### src/rtl/gpio_irq_pkg.sv
package gpio_irq_pkg;
  localparam int ADDR_W = 5;
  localparam logic [ADDR_W-1:0] A_TRIG  = 5'h00;
  localparam logic [ADDR_W-1:0] A_POL   = 5'h04;
  localparam logic [ADDR_W-1:0] A_ACK   = 5'h08;
  localparam logic [ADDR_W-1:0] A_EN    = 5'h0C;
  localparam logic [ADDR_W-1:0] A_MSTAT = 5'h10;
  localparam logic [ADDR_W-1:0] A_RSTAT = 5'h14;
  localparam logic [ADDR_W-1:0] A_DBNC  = 5'h18;
endpackage

### src/rtl/gpio_irq_regs.sv
module gpio_irq_regs
  import gpio_irq_pkg::*;
#(
  parameter int LINES = 8
) (
  input  logic              clk_i,
  input  logic              rst_ni,
  input  logic              wr_i,
  input  logic [ADDR_W-1:0] addr_i,
  input  logic [LINES-1:0]  wdata_i,
  input  logic [LINES-1:0]  raw_i,
  input  logic [LINES-1:0]  masked_i,
  output logic [LINES-1:0]  trig_o,
  output logic [LINES-1:0]  pol_o,
  output logic [LINES-1:0]  en_o,
  output logic [LINES-1:0]  db_o,
  output logic [LINES-1:0]  ack_o,
  output logic [LINES-1:0]  chg_o,
  output logic [LINES-1:0]  rdata_o
);
  always_ff @(posedge clk_i or negedge rst_ni) begin
    if (!rst_ni) begin
      trig_o <= '0;
      pol_o  <= '0;
      en_o   <= '0;
      db_o   <= '0;
    end else if (wr_i) begin
      case (addr_i)
        A_TRIG:  trig_o <= wdata_i;
        A_POL:   pol_o  <= wdata_i;
        A_EN:    en_o   <= wdata_i;
        A_DBNC:  db_o   <= wdata_i;
        default: ;
      endcase
    end
  end

  assign ack_o = (wr_i && addr_i == A_ACK) ? wdata_i : '0;

  // lines whose trigger configuration is being changed this cycle
  always_comb begin
    chg_o = '0;
    if (wr_i && addr_i == A_TRIG) chg_o = wdata_i ^ trig_o;
    if (wr_i && addr_i == A_POL)  chg_o = wdata_i ^ pol_o;
  end

  always_comb begin
    case (addr_i)
      A_TRIG:  rdata_o = trig_o;
      A_POL:   rdata_o = pol_o;
      A_EN:    rdata_o = en_o;
      A_MSTAT: rdata_o = masked_i;
      A_RSTAT: rdata_o = raw_i;
      A_DBNC:  rdata_o = db_o;
      default: rdata_o = '0;
    endcase
  end
endmodule

### src/rtl/gpio_irq_filter.sv
module gpio_irq_filter #(
  parameter int LINES     = 8,
  parameter int DB_CYCLES = 4
) (
  input  logic             clk_i,
  input  logic             rst_ni,
  input  logic [LINES-1:0] pins_i,
  input  logic [LINES-1:0] db_i,
  output logic [LINES-1:0] qual_o
);
  localparam int CNT_W = (DB_CYCLES < 2) ? 1 : $clog2(DB_CYCLES);
  localparam logic [CNT_W-1:0] CNT_LAST = CNT_W'(DB_CYCLES - 1);

  for (genvar g = 0; g < LINES; g++) begin : g_line
    logic             s1_q, s2_q, flt_q;
    logic [CNT_W-1:0] cnt_q;

    always_ff @(posedge clk_i or negedge rst_ni) begin
      if (!rst_ni) begin
        s1_q  <= 1'b0;
        s2_q  <= 1'b0;
        flt_q <= 1'b0;
        cnt_q <= '0;
      end else begin
        s1_q <= pins_i[g];
        s2_q <= s1_q;
        // filter tracks the input while bypassed so enabling causes no step
        if (!db_i[g] || s2_q == flt_q) begin
          flt_q <= s2_q;
          cnt_q <= '0;
        end else if (cnt_q == CNT_LAST) begin
          flt_q <= s2_q;
          cnt_q <= '0;
        end else begin
          cnt_q <= cnt_q + 1'b1;
        end
      end
    end

    assign qual_o[g] = db_i[g] ? flt_q : s2_q;
  end
endmodule

### src/rtl/gpio_irq_detect.sv
module gpio_irq_detect #(
  parameter int LINES = 8
) (
  input  logic             clk_i,
  input  logic             rst_ni,
  input  logic [LINES-1:0] qual_i,
  input  logic [LINES-1:0] trig_i,
  input  logic [LINES-1:0] pol_i,
  input  logic [LINES-1:0] ack_i,
  input  logic [LINES-1:0] chg_i,
  output logic [LINES-1:0] hit_o,
  output logic [LINES-1:0] latch_o,
  output logic [LINES-1:0] raw_o
);
  logic [LINES-1:0] prev_q, rise, fall, latch_d;

  assign rise  = qual_i & ~prev_q;
  assign fall  = ~qual_i & prev_q;
  assign hit_o = trig_i & ((pol_i & rise) | (~pol_i & fall));

  // new edge beats acknowledge; config change beats both
  assign latch_d = trig_i & ((latch_o & ~(ack_i | chg_i)) | (hit_o & ~chg_i));

  always_ff @(posedge clk_i or negedge rst_ni) begin
    if (!rst_ni) begin
      prev_q  <= '0;
      latch_o <= '0;
    end else begin
      prev_q  <= qual_i;
      latch_o <= latch_d;
    end
  end

  assign raw_o = (trig_i & latch_o) | (~trig_i & ~(qual_i ^ pol_i));
endmodule

### src/rtl/gpio_irq_unit.sv
module gpio_irq_unit #(
  parameter int LINES     = 8,
  parameter int DB_CYCLES = 4
) (
  input  logic                            clk_i,
  input  logic                            rst_ni,
  input  logic                            wr_i,
  input  logic [gpio_irq_pkg::ADDR_W-1:0] addr_i,
  input  logic [LINES-1:0]                wdata_i,
  output logic [LINES-1:0]                rdata_o,
  input  logic [LINES-1:0]                pins_i,
  output logic [LINES-1:0]                irq_line_o,
  output logic                            irq_o
);
  logic [LINES-1:0] trig_q, pol_q, en_q, db_q, ack, chg;
  logic [LINES-1:0] qual, edge_hit, latch_q, raw, masked;

  gpio_irq_regs #(.LINES(LINES)) i_regs (
    .clk_i, .rst_ni, .wr_i, .addr_i, .wdata_i,
    .raw_i(raw), .masked_i(masked),
    .trig_o(trig_q), .pol_o(pol_q), .en_o(en_q), .db_o(db_q),
    .ack_o(ack), .chg_o(chg), .rdata_o
  );

  gpio_irq_filter #(.LINES(LINES), .DB_CYCLES(DB_CYCLES)) i_filter (
    .clk_i, .rst_ni, .pins_i, .db_i(db_q), .qual_o(qual)
  );

  gpio_irq_detect #(.LINES(LINES)) i_detect (
    .clk_i, .rst_ni, .qual_i(qual), .trig_i(trig_q), .pol_i(pol_q),
    .ack_i(ack), .chg_i(chg), .hit_o(edge_hit), .latch_o(latch_q), .raw_o(raw)
  );

  assign masked     = raw & en_q;
  assign irq_line_o = masked;
  assign irq_o      = |masked;
endmodule

### config.mk
export PLATFORM = sky130hd
export DESIGN_NAME = gpio_irq_unit
export DESIGN_NICKNAME = d
export VERILOG_FILES = /design/src/rtl/gpio_irq_pkg.sv /design/src/rtl/gpio_irq_regs.sv /design/src/rtl/gpio_irq_filter.sv /design/src/rtl/gpio_irq_detect.sv /design/src/rtl/gpio_irq_unit.sv
export SDC_FILE = /design/constraint.sdc
export NUM_CORES = 1
export LEC_CHECK = 0
export ABC_AREA = 1
export BUFFER_PORTS_ARGS = -buffer_cell sky130_fd_sc_hd__buf_2
export CORE_UTILIZATION = 60
export DETAILED_ROUTE_END_ITERATION = 12
export GPL_TIMING_DRIVEN = 1
export PLACE_DENSITY_LB_ADDON = 0.15
export SYNTH_ARGS = -nofsm -noshare
export SYNTH_HDL_FRONTEND = slang
export SYNTH_SLANG_ARGS = --single-unit
### constraint.sdc
create_clock -name clk_i -period 2.8 [get_ports clk_i]
set_input_delay 0.56 -clock clk_i [delete_from_list [all_inputs] [get_ports clk_i]]
set_output_delay 0.56 -clock clk_i [all_outputs]
set_load 0.005 [all_outputs]
==> flow_summary_export.csv <==
group,metric,value,unit
run_status,status,"completed",
critical_path,endpoint_kind,"primary output",
timing,hold_viol,0,
clock_tree,clkTransAtPathRegs,90,ps
timing,worst_slew_pin_slew,586,ps
critical_path,cp.required,2240,ps
logic_synthesis,synth_cells,533,
cells_and_area,multi_input_area,0.00180,mm2
logic_synthesis,yosys-top-cells-count,"175 x nand2_1, 88 x dfrtp_1, 68 x inv_1, 44 x o21ai_0",
global_routing,grt_first_pass_wirelength,15400,um
hold_path,hold_path.class,"in2async",
global_routing,grt_pass1_vias,3416,
cells_and_area,nNetsFinal,612,
clock_tree,cts_buffers,9,
critical_path,reg2reg_depth,8,
clock_tree,clock-root-buffer,"clkbuf_8",
timing,setup_tns,0,ps
clock_tree,cts_tree,"yes",
floorplanning,core_area,0.00687,mm2
critical_path,critical_path_cell_count,9,
floorplanning,die_h,86.9,um
clock_tree,insertion_delay,350,ps
cells_and_area,fillers,543,
logic_synthesis,synth_top_area_cell,"dfrtp_1",
cells_and_area,fin_cells,681,
placement,gp_congestion,0.840,
power,peakVddDrop,0.365,mV
drt,wire_per_inst,13.2,um
critical_path,max_stage_delay,360,ps
clock_tree,post_cts_buffers,0,
floorplanning,die_x,86.9,um
placement,io_buffers,40,
critical_path,endpoint,"rdata_o[6]",
logic_synthesis,syn_avg_cell_area,8.11,um2
logic_synthesis,synth.area.top_cells,"dfrtp_1 51%, nand2_1 15%, inv_1 5.9%",
cells_and_area,final_util,70.0,%
critical_path,critPathTopFamily,"simple AND/OR/NAND/NOR gates",
logic_synthesis,syn_area,0.00432,mm2
floorplanning,num_rows,30,
power,p_per_area,643,mW/mm2
critical_path,critPathArrivalTime,1910,ps
cells_and_area,area_growth,11.2,%
critical_path,reg2reg_to,"i_detect.latch_o[0]$_DFF_PN0_",
global_routing,grt_max_degree,47,
critical_path,rr_startpoint,"i_regs.db_o[0]$_DFFE_PN0P_",
clock_tree,cts_hold_buf,0,
logic_synthesis,synth_flop_cell,"dfrtp_1",
drt,vias_per_cell,5.35,
timing,rsz0062_at_grt,"no",
critical_path,startpoint,"addr_i[1]",
clock_tree,ctsResizeCount,0,
critical_path,start_kind,"input port",
cells_and_area,seqCellArea,0.00220,mm2
critical_path,reg2reg_slack,1620,ps
critical_path,crit_path_top_delay_cell,"nor2_2",
critical_path,worstSetupPathType,"in2out",
drt,drt-initial-drc-count,281,
critical_path,cp_common_cell,"nand3_1",
global_routing,grt_use_total,26.6,%
floorplanning,io_pins,41,
global_routing,grt-ovfl-total,0,
logic_synthesis,ys_warn_count,0,
logic_synthesis,yosys.area.top_type_share,51.0,%
timing,finalCriticalPeriod,2470,ps
placement,dp_hpwl,6470,um
logic_synthesis,synth_nets,565,
drt,drt-total-wl,8980,um
timing,finClkSkew,7.52,ps
placement,placed_cell_area,0.00461,mm2
cells_and_area,stdcell_area,0.00481,mm2
timing,relSlewSlack,61.0,%
logic_synthesis,yosysMostFrequentCell,"nand2_1",
timing,layout_worst_path_cycle_share,88.3,%
cells_and_area,diodes,0,
logic_synthesis,yosysUniqueCellTypes,24,
floorplanning,initial_utilization,62.9,%
timing,maxSlewViolCount,0,
cells_and_area,drive_above_1_share,14.0,%
timing,fmax,405,MHz
drt,vias,3640,
timing,finalSetupViolCount,0,
floorplanning,die_area,0.00754,mm2
critical_path,cp_max_fo,8,
critical_path,critPathBufInv,2,
placement,post-place-cells,665,
logic_synthesis,seq_area_frac_synth,51.0,%
power,p_leak,0.00255,uW
logic_synthesis,synth-async-reset-ratio,100,%
clock_tree,htree_levels,3,
flow_run,max-cap-violations,0,
timing,hold_slack,203,ps
clock_tree,clockBufferDepth,2,
drt,ant_nets,0,
drt,drcViolationCount,0,
global_routing,antenna_found_initial,0,
clock_tree,cts_sinks,88,
critical_path,cp_cell_sequence,"buf_2, nor2_4, nand3_1, nor2_2, nand2_1, nand3_1, a21oi_1, nand3_1, buf_2",
drt,first_pass_iters,5,
logic_synthesis,yosys_register_bits,88,
logic_synthesis,synth_edf_count,0,
==> worst min path at each step <==
stage                                                      end  slack, ps  depth (start not counted)
after floorplan                  i_detect.latch_o[0]$_DFF_PN0_        260                          0
after global placement       i_filter.g_line[0].s2_q$_DFF_PN0_        330                          0
after detailed placement     i_filter.g_line[6].s2_q$_DFF_PN0_        330                          0
after CTS                 i_filter.g_line[4].flt_q$_DFFE_PN0P_        230                          1
after global routing      i_filter.g_line[4].flt_q$_DFFE_PN0P_        250                          1
final                     i_filter.g_line[4].flt_q$_DFFE_PN0P_        200                          1
==> layer usage <==
layer	track usage (%)	vias to the layer above	wire [um]
met5	0	-	0
met4	11.2	0	201
met3	4.36	20	364
met2	43.3	85	4300
met1	35.7	1714	4110
li1	-	1821	-
==> state kept, by name, summed over array words and instances, names as in the netlist <==
register / flops
i_detect.prev_q: 8
i_regs.db_o: 8
i_detect.latch_o: 8
i_regs.pol_o: 8
i_filter.g_line.cnt_q: 16
i_filter.g_line.flt_q: 8
i_regs.trig_o: 8
i_filter.g_line.s1_q: 8
i_regs.en_o: 8
i_filter.g_line.s2_q: 8
==> kinds of logic (layout without fill, tap and decap cells) <==
family	Yosys count	count (layout)	synth area share [%]
flops	88	88	51.0
compound gates	95	95	13.2
simple gates	268	268	26.2
fa+ha+maj	8	8	2.32
buf+inv	74	126	7.30
==> report_power, final <==
group	internal (uW)	switching, uW	total [uW]	leakage (uW)
Clock	439	436	875	0.0000928
Sequential	1450	165	1620	0.00110
Combinational	226	372	598	0.00136
==> stage by stage <==
stage | worst slack, ps | power, uW
floorplan | 873 | 2020
global placement | 480 | 2200
detailed placement | 375 | 2240
CTS | 365 | 3110
global route | 228 | 3290
finish | 329 | 3090
==> cell usage in the layout, fill, tap and decap left out, types with 3 or more instances in the layout <==
cell,instances
nand2_1,175
dfrtp_1,88
inv_1,68
o21ai_0,44
buf_2,39
nand3_1,36
nor2_1,36
a21oi_1,18
o21ai_2,11
nor3_1,10
clkbuf_8,10
ha_1,8
o2111ai_1,7
o21ai_1,6
a21oi_2,5
nor2_4,3
==> layout make-up <==
class                           instances  share of cell area, %
Tap cell                               96                   2.50
Clock inverter                          4                   1.12
Inverter                               69                   5.39
Multi-Input combinational cell        371                   37.5
Clock buffer                           12                   3.02
Sequential cell                        88                   45.8
Timing Repair Buffer                   41                   4.63
Note: power is estimated with default switching activity, not from simulation.
